--- config.mk ---
export PLATFORM = sky130hd
export DESIGN_NAME = pci_pm_tracker
export DESIGN_NICKNAME = d
export VERILOG_FILES = /design/src/rtl/pci_pm_pkg.sv /design/src/rtl/pm_write_decode.sv /design/src/rtl/pm_state_fsm.sv /design/src/rtl/pm_chg_status.sv /design/src/rtl/pci_pm_tracker.sv
export SDC_FILE = /design/constraint.sdc
export NUM_CORES = 1
export LEC_CHECK = 0
export BUFFER_PORTS_ARGS = -buffer_cell sky130_fd_sc_hd__buf_2
export CORE_AREA = 2 2 39 41
export DETAILED_ROUTE_END_ITERATION = 16
export DIE_AREA = 0 0 41 43
export PLACE_DENSITY = 0.64
export SLEW_MARGIN = 20
export SYNTH_ARGS = -nofsm -noshare
export SYNTH_HDL_FRONTEND = slang
export SYNTH_SLANG_ARGS = --single-unit
export TNS_END_PERCENT = 10
--- constraint.sdc ---
create_clock -name clk -period 2 [get_ports clk]
set_input_delay 0 -clock clk [delete_from_list [all_inputs] [get_ports clk]]
set_output_delay 0 -clock clk [all_outputs]
set_load 0.005 [all_outputs]
--- src/rtl/pci_pm_pkg.sv ---
package pci_pm_pkg;

    localparam int PS_W   = 2;
    localparam int ST_W   = 3;

    localparam logic [PS_W-1:0] PS_D0 = PS_W'(0);
    localparam logic [PS_W-1:0] PS_D1 = PS_W'(1);
    localparam logic [PS_W-1:0] PS_D2 = PS_W'(2);
    localparam logic [PS_W-1:0] PS_D3 = PS_W'(3);

    typedef enum logic [ST_W-1:0] {
        ST_D0_UNINIT = 3'd0,
        ST_D0_ACT    = 3'd1,
        ST_D1        = 3'd2,
        ST_D2        = 3'd3,
        ST_D3HOT     = 3'd4,
        ST_D3COLD    = 3'd5
    } pm_state_e;

    typedef struct packed {
        pm_state_e st;
    } fsm_regs_t;

    typedef struct packed {
        logic chg;
        logic en;
    } stat_regs_t;

    function automatic logic [PS_W-1:0] ps_of(pm_state_e s);
        case (s)
            ST_D1:               return PS_D1;
            ST_D2:               return PS_D2;
            ST_D3HOT, ST_D3COLD: return PS_D3;
            default:             return PS_D0;
        endcase
    endfunction

endpackage

--- src/rtl/pm_write_decode.sv ---
module pm_write_decode
    import pci_pm_pkg::*;
(
    input  pm_state_e        cur_st,
    input  logic             wr_en,
    input  logic [PS_W-1:0]  wr_ps,
    output logic             hit,
    output pm_state_e        tgt_st
);

    logic [PS_W-1:0] cur_ps;

    always_comb begin
        cur_ps = ps_of(cur_st);
        // a write counts only when it alters the visible code and power is present
        hit    = wr_en && (cur_st != ST_D3COLD) && (wr_ps != cur_ps);
        case (wr_ps)
            PS_D1:   tgt_st = ST_D1;
            PS_D2:   tgt_st = ST_D2;
            PS_D3:   tgt_st = ST_D3HOT;
            default: tgt_st = (cur_st == ST_D3HOT) ? ST_D0_UNINIT : ST_D0_ACT;
        endcase
    end

endmodule

--- src/rtl/pm_state_fsm.sv ---
module pm_state_fsm
    import pci_pm_pkg::*;
(
    input  logic       clk,
    input  logic       rst_n,
    input  logic       sync_rst,
    input  logic       vcc_cut,
    input  logic       hit,
    input  pm_state_e  tgt_st,
    input  logic       sw_init,
    output pm_state_e  state
);

    fsm_regs_t regs_d, regs_q;

    always_comb begin
        regs_d = regs_q;
        if (sync_rst) begin
            regs_d.st = ST_D0_UNINIT;
        end else if (vcc_cut) begin
            regs_d.st = ST_D3COLD;
        end else if (hit) begin
            regs_d.st = tgt_st;
        end else if (sw_init && (regs_q.st == ST_D0_UNINIT)) begin
            regs_d.st = ST_D0_ACT;
        end
    end

    always_ff @(posedge clk or negedge rst_n) begin
        if (!rst_n) begin
            regs_q.st <= ST_D0_UNINIT;
        end else begin
            regs_q <= regs_d;
        end
    end

    assign state = regs_q.st;

endmodule

--- src/rtl/pm_chg_status.sv ---
module pm_chg_status
    import pci_pm_pkg::*;
(
    input  logic clk,
    input  logic rst_n,
    input  logic sync_rst,
    input  logic set_chg,
    input  logic clr_wr,
    input  logic en_wr,
    input  logic en_wdata,
    output logic chg_q,
    output logic en_q
);

    stat_regs_t regs_d, regs_q;

    always_comb begin
        regs_d = regs_q;
        if (sync_rst) begin
            regs_d = '0;
        end else begin
            // setting wins over a concurrent clear
            if (set_chg) begin
                regs_d.chg = 1'b1;
            end else if (clr_wr) begin
                regs_d.chg = 1'b0;
            end
            if (en_wr) begin
                regs_d.en = en_wdata;
            end
        end
    end

    always_ff @(posedge clk or negedge rst_n) begin
        if (!rst_n) begin
            regs_q <= '0;
        end else begin
            regs_q <= regs_d;
        end
    end

    assign chg_q = regs_q.chg;
    assign en_q  = regs_q.en;

endmodule

--- src/rtl/pci_pm_tracker.sv ---
module pci_pm_tracker
    import pci_pm_pkg::*;
(
    input  logic             clk,
    input  logic             rst_n,
    input  logic             bus_rst,
    input  logic             ctrl_rst,
    input  logic             vcc_cut,
    input  logic             cfg_wr,
    input  logic [PS_W-1:0]  cfg_ps,
    input  logic             sw_init,
    input  logic             clr_wr,
    input  logic             irq_en_wr,
    input  logic             irq_en_wdata,
    output logic [PS_W-1:0]  ps,
    output logic             uninit,
    output logic             d3cold,
    output logic             chg_flag,
    output logic             irq_en,
    output logic             irq
);

    logic      sync_rst;
    logic      wr_hit;
    logic      set_chg;
    pm_state_e tgt_st;
    pm_state_e cur_st;

    assign sync_rst = bus_rst | ctrl_rst;
    assign set_chg  = wr_hit & ~vcc_cut;

    pm_write_decode u_dec (
        .cur_st (cur_st),
        .wr_en  (cfg_wr),
        .wr_ps  (cfg_ps),
        .hit    (wr_hit),
        .tgt_st (tgt_st)
    );

    pm_state_fsm u_fsm (
        .clk      (clk),
        .rst_n    (rst_n),
        .sync_rst (sync_rst),
        .vcc_cut  (vcc_cut),
        .hit      (wr_hit),
        .tgt_st   (tgt_st),
        .sw_init  (sw_init),
        .state    (cur_st)
    );

    pm_chg_status u_stat (
        .clk      (clk),
        .rst_n    (rst_n),
        .sync_rst (sync_rst),
        .set_chg  (set_chg),
        .clr_wr   (clr_wr),
        .en_wr    (irq_en_wr),
        .en_wdata (irq_en_wdata),
        .chg_q    (chg_flag),
        .en_q     (irq_en)
    );

    assign ps     = ps_of(cur_st);
    assign uninit = (cur_st == ST_D0_UNINIT);
    assign d3cold = (cur_st == ST_D3COLD);
    assign irq    = chg_flag & irq_en;

endmodule

==> run_results.csv, run 1 <==
group,metric,value,unit
run_status,status,"complete, no violations",
place,place.gp.congestion,0.736,
synth,synth_seq_cells,5,
synth,synth_top_area_share,0.263,
detailed_routing,wl_per_cell,12.1,um
finish,nFillCells,156,
detailed_routing,drt_iter0_drc,2,
clock_tree,cts_made_buffers,3,
synth,syn_area_per_cell,8.97,um^2
timing,fin_tns_setup,0,ps
synth,synth_mux_area_frac,0.0211,
finish,nets,90,
setup_path,critPathKind,"reg -> reg",
detailed_routing,routed_wl,1090,um
global_routing,grt_pass1_vias,446,
finish,multiInputGateArea,309,um^2
synth,netlist_area,475,um^2
setup_path,timing.rr.end,"u_fsm.state[0]",
power,p_leak,0.308,nW
min_path,whs_endpoint,"u_stat.chg_q",
finish,drive_gt1_frac,0.351,
synth,syn_nets,68,
synth,syn_inst,53,
finish,layout.area.seq,125,um^2
clock_tree,clockRootBuffer,"clkbuf_4",
timing,skew,3.01,ps
clock_tree,cts_setup_buffers,0,
synth,synthSimpleGateAreaFrac,0.332,
die,coreArea,0.00138,mm^2
synth,synthTopCellsByArea,"dfrtp_1 (26%), ha_1 (7.9%), a211oi_1 (4.7%), buf_6 (4.7%), nor2_1 (3.9%)",
synth,yosysTopAreaCell,"dfrtp_1",
flow_run,cap_violations,0,
synth,synthFlopType,"dfrtp_1",
power,max-vdd-ir-drop,0.000245,V
timing,final-max-slew-violation-count,0,
die,die_width,41,um
synth,synth-async-reset-ratio,1.00,
synth,synthTopCellsByCount,"dfrtp_1 (5), nor2_1 (5), inv_1 (4)",
setup_path,cp-startpoint,"u_fsm.state[2]",
timing,grt_setup_unrepaired,"false",
clock_tree,htreeDepth,1,
synth,synth-xor-area-share,0,
setup_path,startpoint_type,"register",
global_routing,grt_pass1_wl,1840,um
detailed_routing,first_pass_iters,4,
finish,n_antenna_cell,0,
global_routing,grt_max_degree,13,
synth,synth_compound_area_frac,0.218,
global_routing,grt_use_total,0.157,
setup_path,cp.required,2100,ps
synth,ys_warn_count,0,
timing,fin_crit,1470,ps
timing,fmax,681,MHz
place,dp_hpwl,791,um
die,dieArea,0.00176,mm^2
setup_path,end_kind,"register",
detailed_routing,route.detailed.drc,0,
die,rows,14,
synth,synth_edf_count,0,
clock_tree,cts_tree,"done",
power,power_density,483,mW/mm^2
setup_path,reg2reg_slack,530,ps
detailed_routing,num_vias,468,
timing,finalCritPeriodShare,0.735,
setup_path,r2r_cells,4,
clock_tree,clockBufferDepth,2,
min_path,min-delay-path-class,"in -> reg",
synth,seq_area_frac_synth,0.263,
timing,hold_viol_final,0,
synth,synth_top_family_by_area,"simple AND/OR/NAND/NOR gates",
min_path,min_from,"clr_wr",
clock_tree,clk_latency,240,ps
global_routing,antenna_found_initial,0,
min_path,hold_path_depth,3,
detailed_routing,post_drt_via_cell_ratio,5.20,
die,ios,19,
clock_tree,clkSlewWorstSetupHoldPaths,50,ps
timing,slew_headroom,0.816,
synth,synth_cell_types,32,
setup_path,r2r-start,"u_fsm.state[2]",
clock_tree,cts_resized,0,
place,port_buffers,18,
global_routing,overflow,0,
detailed_routing,ant_nets,0,
clock_tree,cts_sinks,5,
setup_path,crit_fanout,11,
timing,worst_pin_slew,276,ps
die,initial_core_util,0.344,
timing,setup_viol,0,
setup_path,worstPathArrival,1570,ps
timing,hold-worst-slack,17.2,ps
synth,synth_fa_ha_area_frac,0.0789,
die,die_y,43,um
finish,area_growth,27.4,%
how the worst max path moves through the flow:
stage | slack (ps) | end
final | 530 | u_fsm.state[0]
after detailed placement | 590 | u_fsm.state[1]
after CTS | 520 | u_fsm.state[0]
after global routing | 420 | u_fsm.state[0]
after global placement | 580 | u_fsm.state[1]
after floorplan | 680 | u_fsm.state[1]
layout make-up:
cell class	instances	area share
clock buffer	4	0.0434
inverter	4	0.0248
multi-input combinational	41	0.510
sequential	5	0.207
tap	16	0.0331
timing repair buffer	20	0.182
sequential cells by signal (all words and copies together) (netlist names):
| register | count |
|---|---|
| u_fsm.state | 3 |
| u_stat.chg_q | 1 |
| u_stat.en_q | 1 |
per-stage QoR:
step | instance area (um^2) | utilization | cells | total power, mW | setup WS (ps)
after global placement | 559 | 0.404 | 84 | 0.173 | 575
after global routing | 606 | 0.438 | 90 | 0.314 | 422
final | 606 | 0.438 | 90 | 0.293 | 531
after floorplan | 475 | - | 53 | 0.148 | 680
after detailed placement | 559 | 0.404 | 84 | 0.174 | 586
after CTS | 606 | 0.438 | 90 | 0.298 | 522
layout by cell type (no fill, tap or decap), types with 2 or more instances in the layout:
master / n
a211oi_1: 3
and3b_1: 2
buf_2: 18
clkbuf_4: 3
dfrtp_1: 5
dlygate4sd3_1: 2
ha_1: 3
inv_1: 4
nand3_1: 2
nor2_1: 5
o21ai_0: 3
o31ai_1: 2
routing by layer:
metal / routed length, um / vias up / global-route usage
met1: 474 / 207 / 0.189
met4: 0 / 0 / 0.0600
met5: 0 / - / 0
met2: 519 / 24 / 0.250
li1: - / 237 / -
met3: 91 / 0 / 0.0471
worst max-delay path, stage by stage (launching register included):
cell      delay [ps]
dfrtp_1          490
and4bb_1         230
o21a_2           240
nor4_2           280
a211oi_1         100
timing repair:
| action | 4_1_cts | 5_1_grt |
|---|---|---|
| hold buffers | 2 | 0 |
| hold endpoints to repair | 6 | 0 |
| setup endpoints to repair | 0 | 0 |
cell families (layout without fill, tap and decap cells):
group / count (synthesis) / after routing
mux: 1 / 1
fa+ha+maj: 3 / 3
buf+inv: 7 / 28
compound gates: 15 / 15
flops: 5 / 5
simple gates: 22 / 22
where the power goes:
group / internal (mW) / leakage [nW] / switching [mW] / total, mW
Combinational: 0.0317 / 0.225 / 0.0319 / 0.0636
Clock: 0.0754 / 0.0150 / 0.0417 / 0.117
Sequential: 0.105 / 0.0678 / 0.00653 / 0.112
Total: 0.213 / 0.308 / 0.0801 / 0.293
Power figures use the tool's default switching activity.
==> inputs of run 2 (changes only) <==
Settings changed: PLACE_DENSITY 0.64 to 0.66.
Clock period 2 ns to 1.2 ns, I/O delays scaled along.
==> run_results.csv, run 2 (same netlist as run 1, synthesis figures left out) <==
group,metric,value,unit
finish,area_growth,50.8,%
finish,layout_commonest_cell,"buf_2",
clock_tree,clockBufferDepth,2,
finish,design_area,717,um^2
timing,worst_pin_slew,216,ps
global_routing,grt_max_degree,8,
global_routing,overflow,0,
clock_tree,cts_made_buffers,3,
setup_path,cp_slowest_cell,"dfrtp_2",
setup_path,crit_chain,"buf_6 -> and4bb_2 -> o21bai_1 -> nor4_2 -> a211oi_1",
finish,drive_gt1_frac,0.512,
power,max-vdd-ir-drop,0.000670,V
timing,layout_setup_ws,-188,ps
timing,final-max-slew-violation-count,0,
timing,grt_setup_unrepaired,"true",
min_path,min-delay-path-class,"in -> reg",
clock_tree,cts_sinks,5,
place,placed_cells,92,
place,place.gp.congestion,0.799,
finish,n_antenna_cell,0,
finish,layout_common_cells,"buf_2 (18), buf_4 (9), nor2_1 (4), dfrtp_1 (4)",
die,ios,19,
place,dp_hpwl,892,um
setup_path,max_stage_delay,450,ps
clock_tree,cts_tree,"done",
timing,skew,3.76,ps
global_routing,grt_pass1_wl,1960,um
setup_path,cp.required,1320,ps
run_status,violations,"setup timing",
setup_path,end_kind,"register",
detailed_routing,first_pass_iters,3,
finish,largest_register_ffs,3,
place,dpl-instance-area,619,um^2
global_routing,grt_use_total,0.165,
power,p_leak,0.359,nW
setup_path,crit_fanout,7,
place,port_buffers,18,
detailed_routing,post_drt_via_cell_ratio,5.11,
die,coreArea,0.00138,mm^2
timing,fin_crit,1390,ps
finish,nets,100,
setup_path,critPathKind,"reg -> reg",
finish,final_util,0.518,
setup_path,worstPathArrival,1510,ps
flow_run,cap_violations,0,
timing,finalCritPeriodShare,1.16,
global_routing,grt_pass1_vias,483,
timing,setup_viol,6,
finish,stdcell_count,100,
die,dieArea,0.00176,mm^2
run_status,status,"complete, but fails checks",
timing,hold_viol_final,0,
detailed_routing,ant_nets,0,
detailed_routing,drt_iter0_drc,3,
detailed_routing,route.detailed.drc,0,
die,initial_core_util,0.344,
timing,fmax,720,MHz
setup_path,startpoint_type,"register",
global_routing,antenna_found_initial,0,
die,die_y,43,um
power,power_density,718,mW/mm^2
finish,nFillCells,130,
detailed_routing,wl_per_cell,11.5,um
clock_tree,clkSlewWorstSetupHoldPaths,40,ps
clock_tree,clk_latency,240,ps
detailed_routing,num_vias,511,
timing,slew_headroom,0.855,
detailed_routing,routed_wl,1150,um
die,rows,14,
clock_tree,htreeDepth,1,
clock_tree,clockRootBuffer,"clkbuf_4",
die,die_width,41,um
## run 2: final timing paths
path                             endpoint  slack (ps)  cells past startpoint           start
hold / removal                u_stat.en_q          10                      3    irq_en_wdata
min in group asynchronous     u_stat.en_q         120                      2           rst_n
hold reg to reg               u_stat.en_q         550                      2     u_stat.en_q
max in group asynchronous  u_fsm.state[1]         940                      2           rst_n
setup reg to reg           u_fsm.state[0]        -190                      5  u_fsm.state[1]
setup / recovery           u_fsm.state[0]        -190                      5  u_fsm.state[1]
## run 2: through the flow
step | power, mW | setup slack (ps) | setup TNS, ps | hold WS (ps)
floorplan | 0.247 | -116 | -312 | -296
global placement | 0.305 | -152 | -605 | -176
detailed placement | 0.306 | -176 | -725 | -178
CTS | 0.516 | -182 | -1010 | 12.8
global route | 0.553 | -256 | -1380 | 32.5
finish | 0.515 | -188 | -954 | 14.3
## run 2: report_power, final
part | switching, mW | internal [mW] | total [mW]
Sequential | 0.00646 | 0.176 | 0.182
Combinational | 0.0677 | 0.0727 | 0.140
Clock | 0.0663 | 0.126 | 0.192
Total | 0.140 | 0.374 | 0.515
## run 2: routing by layer
layer	vias up	global-route usage	wire length [um]
met5	-	0	0
met4	0	0.0400	0
met3	0	0.0785	30
met2	6	0.253	602
met1	244	0.201	517
li1	261	-	-
## run 2: cell type report
| cell class | count | area [um^2] | share of cell area |
|---|---|---|---|
| Clock buffer | 4 | 26.3 | 0.0366 |
| Tap cell | 16 | 20.0 | 0.0279 |
| Inverter | 4 | 15.0 | 0.0209 |
| Timing Repair Buffer | 30 | 189 | 0.264 |
| Sequential cell | 5 | 126 | 0.176 |
| Multi-Input combinational cell | 41 | 340 | 0.475 |
## run 2: critical path: cells and delay by family (launching register included)
kind | cells | cell delay (ps)
and+or+nand+nor | 2 | 540
DFF | 1 | 450
AOI/OAI and AO/OA | 2 | 140
buffers and inverters | 1 | 140
## run 2: what timing repair did
action / in CTS / in global routing
hold buffers: 2 / 0
endpoints found under the hold margin: 6 / 0
gates resized for setup: 8 / 5
setup endpoints to repair: 7 / 7
buffers inserted: 2 / 0
pin swaps: 4 / 4
